<file path="config.mk">
export PLATFORM = sky130hd
export DESIGN_NAME = irq_level_select
export DESIGN_NICKNAME = d
export VERILOG_FILES = /design/src/rtl/irqsel_pkg.sv /design/src/rtl/irqsel_merge.sv /design/src/rtl/irqsel_prio.sv /design/src/rtl/irqsel_rise.sv /design/src/rtl/irq_level_select.sv
export SDC_FILE = /design/constraint.sdc
export NUM_CORES = 1
export LEC_CHECK = 0
export BUFFER_PORTS_ARGS = -buffer_cell sky130_fd_sc_hd__buf_2
export CAP_MARGIN = 40
export CORE_ASPECT_RATIO = 1.4
export CORE_MARGIN = 4
export CORE_UTILIZATION = 48
export DETAILED_ROUTE_END_ITERATION = 8
export GPL_TIMING_DRIVEN = 0
export HOLD_SLACK_MARGIN = 0.12
export PLACE_DENSITY = 0.82
export SKIP_CTS_REPAIR_TIMING = 1
export SLEW_MARGIN = 20
export SYNTH_ARGS = -nofsm -noshare
export SYNTH_HDL_FRONTEND = slang
export SYNTH_SLANG_ARGS = --single-unit
export TNS_END_PERCENT = 10
</file>
<file path="constraint.sdc">
create_clock -name clk -period 3.6 [get_ports clk]
set_input_delay 0.72 -clock clk [delete_from_list [all_inputs] [get_ports clk]]
set_output_delay 0.72 -clock clk [all_outputs]
set_load 0.02 [all_outputs]
</file>
<file path="src/rtl/irqsel_pkg.sv">
package irqsel_pkg;
    localparam int DEF_LEVELS    = 16;
    localparam int DEF_IDX_W     = 9;
    localparam int DEF_EXT_CLASS = 'h40;
    localparam int DEF_TIMER_BIT = 0;
    localparam int DEF_TIMER_LVL = 14;
endpackage

</file>
<file path="src/rtl/irqsel_merge.sv">
module irqsel_merge #(
    parameter int NLEVELS   = irqsel_pkg::DEF_LEVELS,
    parameter int TIMER_BIT = irqsel_pkg::DEF_TIMER_BIT,
    parameter int TIMER_LVL = irqsel_pkg::DEF_TIMER_LVL
) (
    input  logic [NLEVELS-1:0] ext_lines,
    input  logic [NLEVELS-1:0] soft_bits,
    output logic [NLEVELS-1:0] pend_vec
);
    localparam logic [NLEVELS-1:0] ONE_HOT = {{(NLEVELS-1){1'b0}}, 1'b1};
    localparam logic [NLEVELS-1:0] TMR_MASK = ONE_HOT << TIMER_BIT;

    logic [NLEVELS-1:0] timer_moved;

    always_comb begin
        timer_moved = '0;
        timer_moved[TIMER_LVL] = soft_bits[TIMER_BIT];
        pend_vec = ext_lines | (soft_bits & ~TMR_MASK) | timer_moved;
    end
endmodule

</file>
<file path="src/rtl/irqsel_prio.sv">
module irqsel_prio #(
    parameter int NLEVELS = irqsel_pkg::DEF_LEVELS,
    parameter int LVL_W   = $clog2(NLEVELS)
) (
    input  logic [NLEVELS-1:0] vec,
    output logic               found,
    output logic [LVL_W-1:0]   lvl
);
    logic [NLEVELS:0]   above;
    logic [NLEVELS-1:0] pick;
    logic               unused_lvl0;

    assign above[NLEVELS] = 1'b0;
    assign above[0]       = above[1];
    assign pick[0]        = 1'b0;
    assign unused_lvl0    = vec[0];

    for (genvar g = 1; g < NLEVELS; g++) begin : g_scan
        assign above[g] = above[g+1] | vec[g];
        assign pick[g]  = vec[g] & ~above[g+1];
    end

    always_comb begin
        lvl = '0;
        for (int i = 1; i < NLEVELS; i++) begin
            if (pick[i]) lvl = LVL_W'(i);
        end
    end

    assign found = above[1];

    always_comb begin
        if (found) begin
            AST_TOP_WINS: assert ((vec >> lvl) == {{(NLEVELS-1){1'b0}}, 1'b1});
        end else begin
            AST_NONE_ABOVE_ZERO: assert (vec[NLEVELS-1:1] == '0);
        end
    end
endmodule

</file>
<file path="src/rtl/irqsel_rise.sv">
module irqsel_rise #(
    parameter int W = irqsel_pkg::DEF_LEVELS
) (
    input  logic         clk,
    input  logic         rst,
    input  logic [W-1:0] lines,
    output logic         rise_q
);
    logic [W-1:0] prev_q;
    logic         rise_d;

    always_comb rise_d = |(lines & ~prev_q);

    always_ff @(posedge clk) begin
        if (rst) begin
            prev_q <= '0;
            rise_q <= 1'b0;
        end else begin
            prev_q <= lines;
            rise_q <= rise_d;
        end
    end

    AST_WAKE_NEEDS_RISE: assert property (@(posedge clk) disable iff (rst)
        rise_q |-> (prev_q != '0));
endmodule

</file>
<file path="src/rtl/irq_level_select.sv">
module irq_level_select #(
    parameter int NLEVELS   = irqsel_pkg::DEF_LEVELS,
    parameter int IDX_W     = irqsel_pkg::DEF_IDX_W,
    parameter int EXT_CLASS = irqsel_pkg::DEF_EXT_CLASS,
    parameter int TIMER_BIT = irqsel_pkg::DEF_TIMER_BIT,
    parameter int TIMER_LVL = irqsel_pkg::DEF_TIMER_LVL
) (
    input  logic               clk,
    input  logic               rst,
    input  logic [NLEVELS-1:0] irq_lines,
    input  logic [NLEVELS-1:0] soft_word,
    input  logic [IDX_W-1:0]   core_idx,
    output logic [IDX_W-1:0]   trap_idx,
    output logic               irq_req,
    output logic               irq_clr,
    output logic               wake
);
    localparam int LVL_W = $clog2(NLEVELS);
    localparam int CLS_W = IDX_W - LVL_W;
    localparam logic [IDX_W-1:0] EXT_VEC = IDX_W'(EXT_CLASS);
    localparam logic [CLS_W-1:0] EXT_CLS = EXT_VEC[IDX_W-1:LVL_W];

    typedef struct packed {
        logic [IDX_W-1:0] idx;
        logic             req;
        logic             clr;
    } sel_t;

    sel_t sel_d, sel_q;

    logic [NLEVELS-1:0] pend_vec;
    logic               win_found;
    logic [LVL_W-1:0]   win_lvl;
    logic               cur_is_ext;
    logic               may_take;
    logic [IDX_W-1:0]   cand_idx;

    irqsel_merge #(
        .NLEVELS  (NLEVELS),
        .TIMER_BIT(TIMER_BIT),
        .TIMER_LVL(TIMER_LVL)
    ) u_merge (
        .ext_lines(irq_lines),
        .soft_bits(soft_word),
        .pend_vec (pend_vec)
    );

    irqsel_prio #(
        .NLEVELS(NLEVELS),
        .LVL_W  (LVL_W)
    ) u_prio (
        .vec  (pend_vec),
        .found(win_found),
        .lvl  (win_lvl)
    );

    irqsel_rise #(
        .W(NLEVELS)
    ) u_rise (
        .clk   (clk),
        .rst   (rst),
        .lines (irq_lines),
        .rise_q(wake)
    );

    always_comb begin
        cur_is_ext = (core_idx[IDX_W-1:LVL_W] == EXT_CLS);
        may_take   = (core_idx == '0) || cur_is_ext;
        cand_idx   = {EXT_CLS, win_lvl};
        sel_d      = '{idx: core_idx, req: 1'b0, clr: 1'b0};
        if (pend_vec != '0) begin
            if (may_take && win_found) begin
                sel_d.idx = cand_idx;
                sel_d.req = (cand_idx != core_idx);
            end
        end else if (cur_is_ext) begin
            sel_d.idx = '0;
            sel_d.clr = 1'b1;
        end
    end

    always_ff @(posedge clk) begin
        if (rst) sel_q <= '0;
        else     sel_q <= sel_d;
    end

    assign trap_idx = sel_q.idx;
    assign irq_req  = sel_q.req;
    assign irq_clr  = sel_q.clr;

    AST_REQ_IN_CLASS: assert property (@(posedge clk) disable iff (rst)
        irq_req |-> (trap_idx[IDX_W-1:LVL_W] == EXT_CLS && trap_idx[LVL_W-1:0] != '0));
    AST_REQ_ON_CHANGE: assert property (@(posedge clk) disable iff (rst)
        irq_req |-> (trap_idx != $past(core_idx)));
    AST_CLR_TO_ZERO: assert property (@(posedge clk) disable iff (rst)
        irq_clr |-> (trap_idx == '0 && !irq_req));
    AST_FOREIGN_HOLDS: assert property (@(posedge clk) disable iff (rst)
        (core_idx != '0 && core_idx[IDX_W-1:LVL_W] != EXT_CLS)
        |=> (!irq_req && !irq_clr && trap_idx == $past(core_idx)));
    AST_RESET_CLEARS: assert property (@(posedge clk)
        rst |=> (trap_idx == '0 && !irq_req && !irq_clr && !wake));
endmodule

</file>
==> flow_metrics.py <==
metrics = {
    "floorplan": {
        "row_count": 21,
        "die_h_microns": 68.6,
        "start_util": 0.516,
        "die_w_microns": 51.3,
        "die-area_sq_um": 3520,
        "core_area_sq_um": 2440,
        "io_pins": 55,
    },
    "route": {
        "post_drt_via_cell_ratio": 5.20,
        "drtAntennaViolNets": 0,
        "drt-wirelength-per-cell_microns": 12.8,
        "drcViolationCount": 0,
        "drt_iter0_markers": 12,
        "routed_wl_mm": 3.01,
        "vias": 1223,
        "drt_first_pass_iters": 4,
    },
    "global_route": {
        "antenna_found_initial": 0,
        "grtUsageTotal": 0.189,
        "grt_pass1_wl_mm": 5.15,
        "grt_overflow": 0,
        "grt_max_degree": 17,
        "grt_pass1_vias": 1227,
    },
    "sta": {
        "hold_ws_ns": 0.588,
        "maxSlewHeadroom": 0.493,
        "drv_slew": 0,
        "rsz0062_at_grt": "no",
        "fin_crit_ns": 2.38,
        "fin_ws_ns": 1.22,
        "skew_ns": 0.00406,
        "setup_viol": 0,
        "timing_hold_violations_final": 0,
        "max_freq_mhz": 420,
        "worstMarginPinSlew_ns": 0.754,
        "min_period_over_period": 0.662,
        "setup-tns-final_ns": 0,
    },
    "worst_setup_path": {
        "critPathArrivalTime_ns": 2.64,
        "critPathMaxFanout": 6,
        "r2r_start": "u_rise.prev_q[6]",
        "crit_path_start_kind": "primary input",
        "crit_path_start": "soft_word[7]",
        "cp-end-kind": "register",
        "crit_required_ns": 3.86,
        "crit_type": "primary input to register",
    },
    "placement": {
        "pre_cts_ws_ns": 0.891,
        "dp_hpwl_mm": 2.52,
        "portBuffers": 53,
        "routabilityCongestion": 0.828,
    },
    "outcome": {
        "outcome": "complete, no violations",
    },
    "cells_and_area": {
        "layout-drive-gt1-share": 0.333,
        "utilization": 0.663,
        "num-fill-cells": 246,
        "syn_to_final_growth_pct": 28.6,
        "layout_common_cells": "buf_2, dfxtp_1, nor2_1, inv_1",
        "diodes": 0,
        "fin_nets": 245,
        "final_common_cell": "buf_2",
    },
    "power_and_ir_drop": {
        "ir_worst_vdd_v": 0.000284,
        "powerDensity_nw_per_um2": 385,
        "power_w": 0.000624,
        "p_leak_nw": 0.733,
    },
    "logic_synthesis": {
        "syn_area_per_cell_sq_um": 8.75,
        "syn_inst": 144,
        "ys_seq_elements": 28,
        "synth_area_sq_um": 1260,
        "yosys_warnings": 0,
        "ys_types": 36,
        "synth_edf_count": 0,
        "synth_flop_cell": "dfxtp_1",
        "synth_fp_nets": 187,
        "ys_seq_area_frac": 0.445,
        "async_flop_share": 0,
    },
    "cts": {
        "clock-sinks": 28,
        "root_buffer": "clkbuf_4",
        "clock_latency_ns": 0.32,
        "cts.clk_slew.worst_paths_ns": 0.15,
        "cts-htree-levels": 1,
        "cts_tree": "built",
        "numCtsBuffers": 3,
        "clk_path_buf_depth": 2,
    },
    "job": {
        "drv_cap": 0,
    },
    "hold_path": {
        "holdCritPathClass": "register to register",
        "hold_start": "u_rise.prev_q[12]",
    },
}
==> through the flow <==
stage               std cells  cell area [sq um]
finish                    235               1620
global route              235               1620
CTS                       235               1620
detailed placement        231               1570
global placement          231               1570
floorplan                 144               1260
==> final timing paths <==
kind	endpoint	slack [ns]	depth (start not counted)
max reg2reg	u_rise.rise_q	2.52	3
min reg2reg	u_rise.rise_q	0.59	3
max	trap_idx[0]	1.22	7
min	u_rise.rise_q	0.59	3
==> final cells by class <==
class / instances / area, sq um / share of cell area
Buffer: 4 / 22.5 / 0.0139
Clock buffer: 3 / 22.5 / 0.0139
Clock inverter: 1 / 30.0 / 0.0185
Inverter: 17 / 63.8 / 0.0394
Multi-Input combinational cell: 95 / 613 / 0.378
Sequential cell: 28 / 561 / 0.346
Tap cell: 34 / 42.5 / 0.0263
Timing Repair Buffer: 53 / 265 / 0.164
==> critical path, cell delays in order <==
cell     delay (ns)
buf_2          0.10
nor4_1         0.67
nand4_1        0.34
o31a_1         0.41
nor2_2         0.18
nand2_1        0.07
a21oi_1        0.15
==> synthesized netlist by cell type, drive strengths merged, types with 3 or more instances <==
| cell type | n | share of area |
|---|---|---|
| nor3 | 4 | 0.016 |
| nand2 | 5 | 0.015 |
| dfxtp | 28 | 0.44 |
| clkbuf | 3 | 0.0089 |
| o22ai | 7 | 0.035 |
| nor4 | 11 | 0.071 |
| nor2b | 9 | 0.045 |
| nand2b | 3 | 0.021 |
| nor2 | 22 | 0.068 |
| o21ai | 4 | 0.016 |
| inv | 17 | 0.051 |
| o31a | 4 | 0.028 |
| a21oi | 5 | 0.023 |
==> power by group <==
| group | internal, W | switching [W] | total [W] |
|---|---|---|---|
| Sequential | 0.000326 | 0.00000385 | 0.000330 |
| Clock | 0.000113 | 0.0000888 | 0.000201 |
| Combinational | 0.0000402 | 0.0000530 | 0.0000931 |
| Total | 0.000479 | 0.000146 | 0.000624 |
==> metal layers <==
layer / routed length [microns] / vias up / GRT usage / share of wire
met1: 1220 / 554 / 0.210 / 0.41
met2: 1540 / 43 / 0.369 / 0.51
met4: 27 / 0 / 0.0492 / 0.0090
met5: 0 / - / 0 / 0
li1: - / 622 / - / -
met3: 221 / 4 / 0.0301 / 0.073
==> kinds of logic after synthesis <==
kind of cell | after synthesis | share of synthesized area
compound gates | 31 | 0.192
xor+xnor | 3 | 0.0209
buf+inv | 21 | 0.0685
flops | 28 | 0.445
simple gates | 61 | 0.274
==> sequential cells by signal, summed over array words and instances, names as in the netlist <==
register and count:
u_rise.rise_q 1, irq_clr 1, u_rise.prev_q 16, irq_req 1, trap_idx 9
Note: power is estimated with default switching activity, not from simulation.
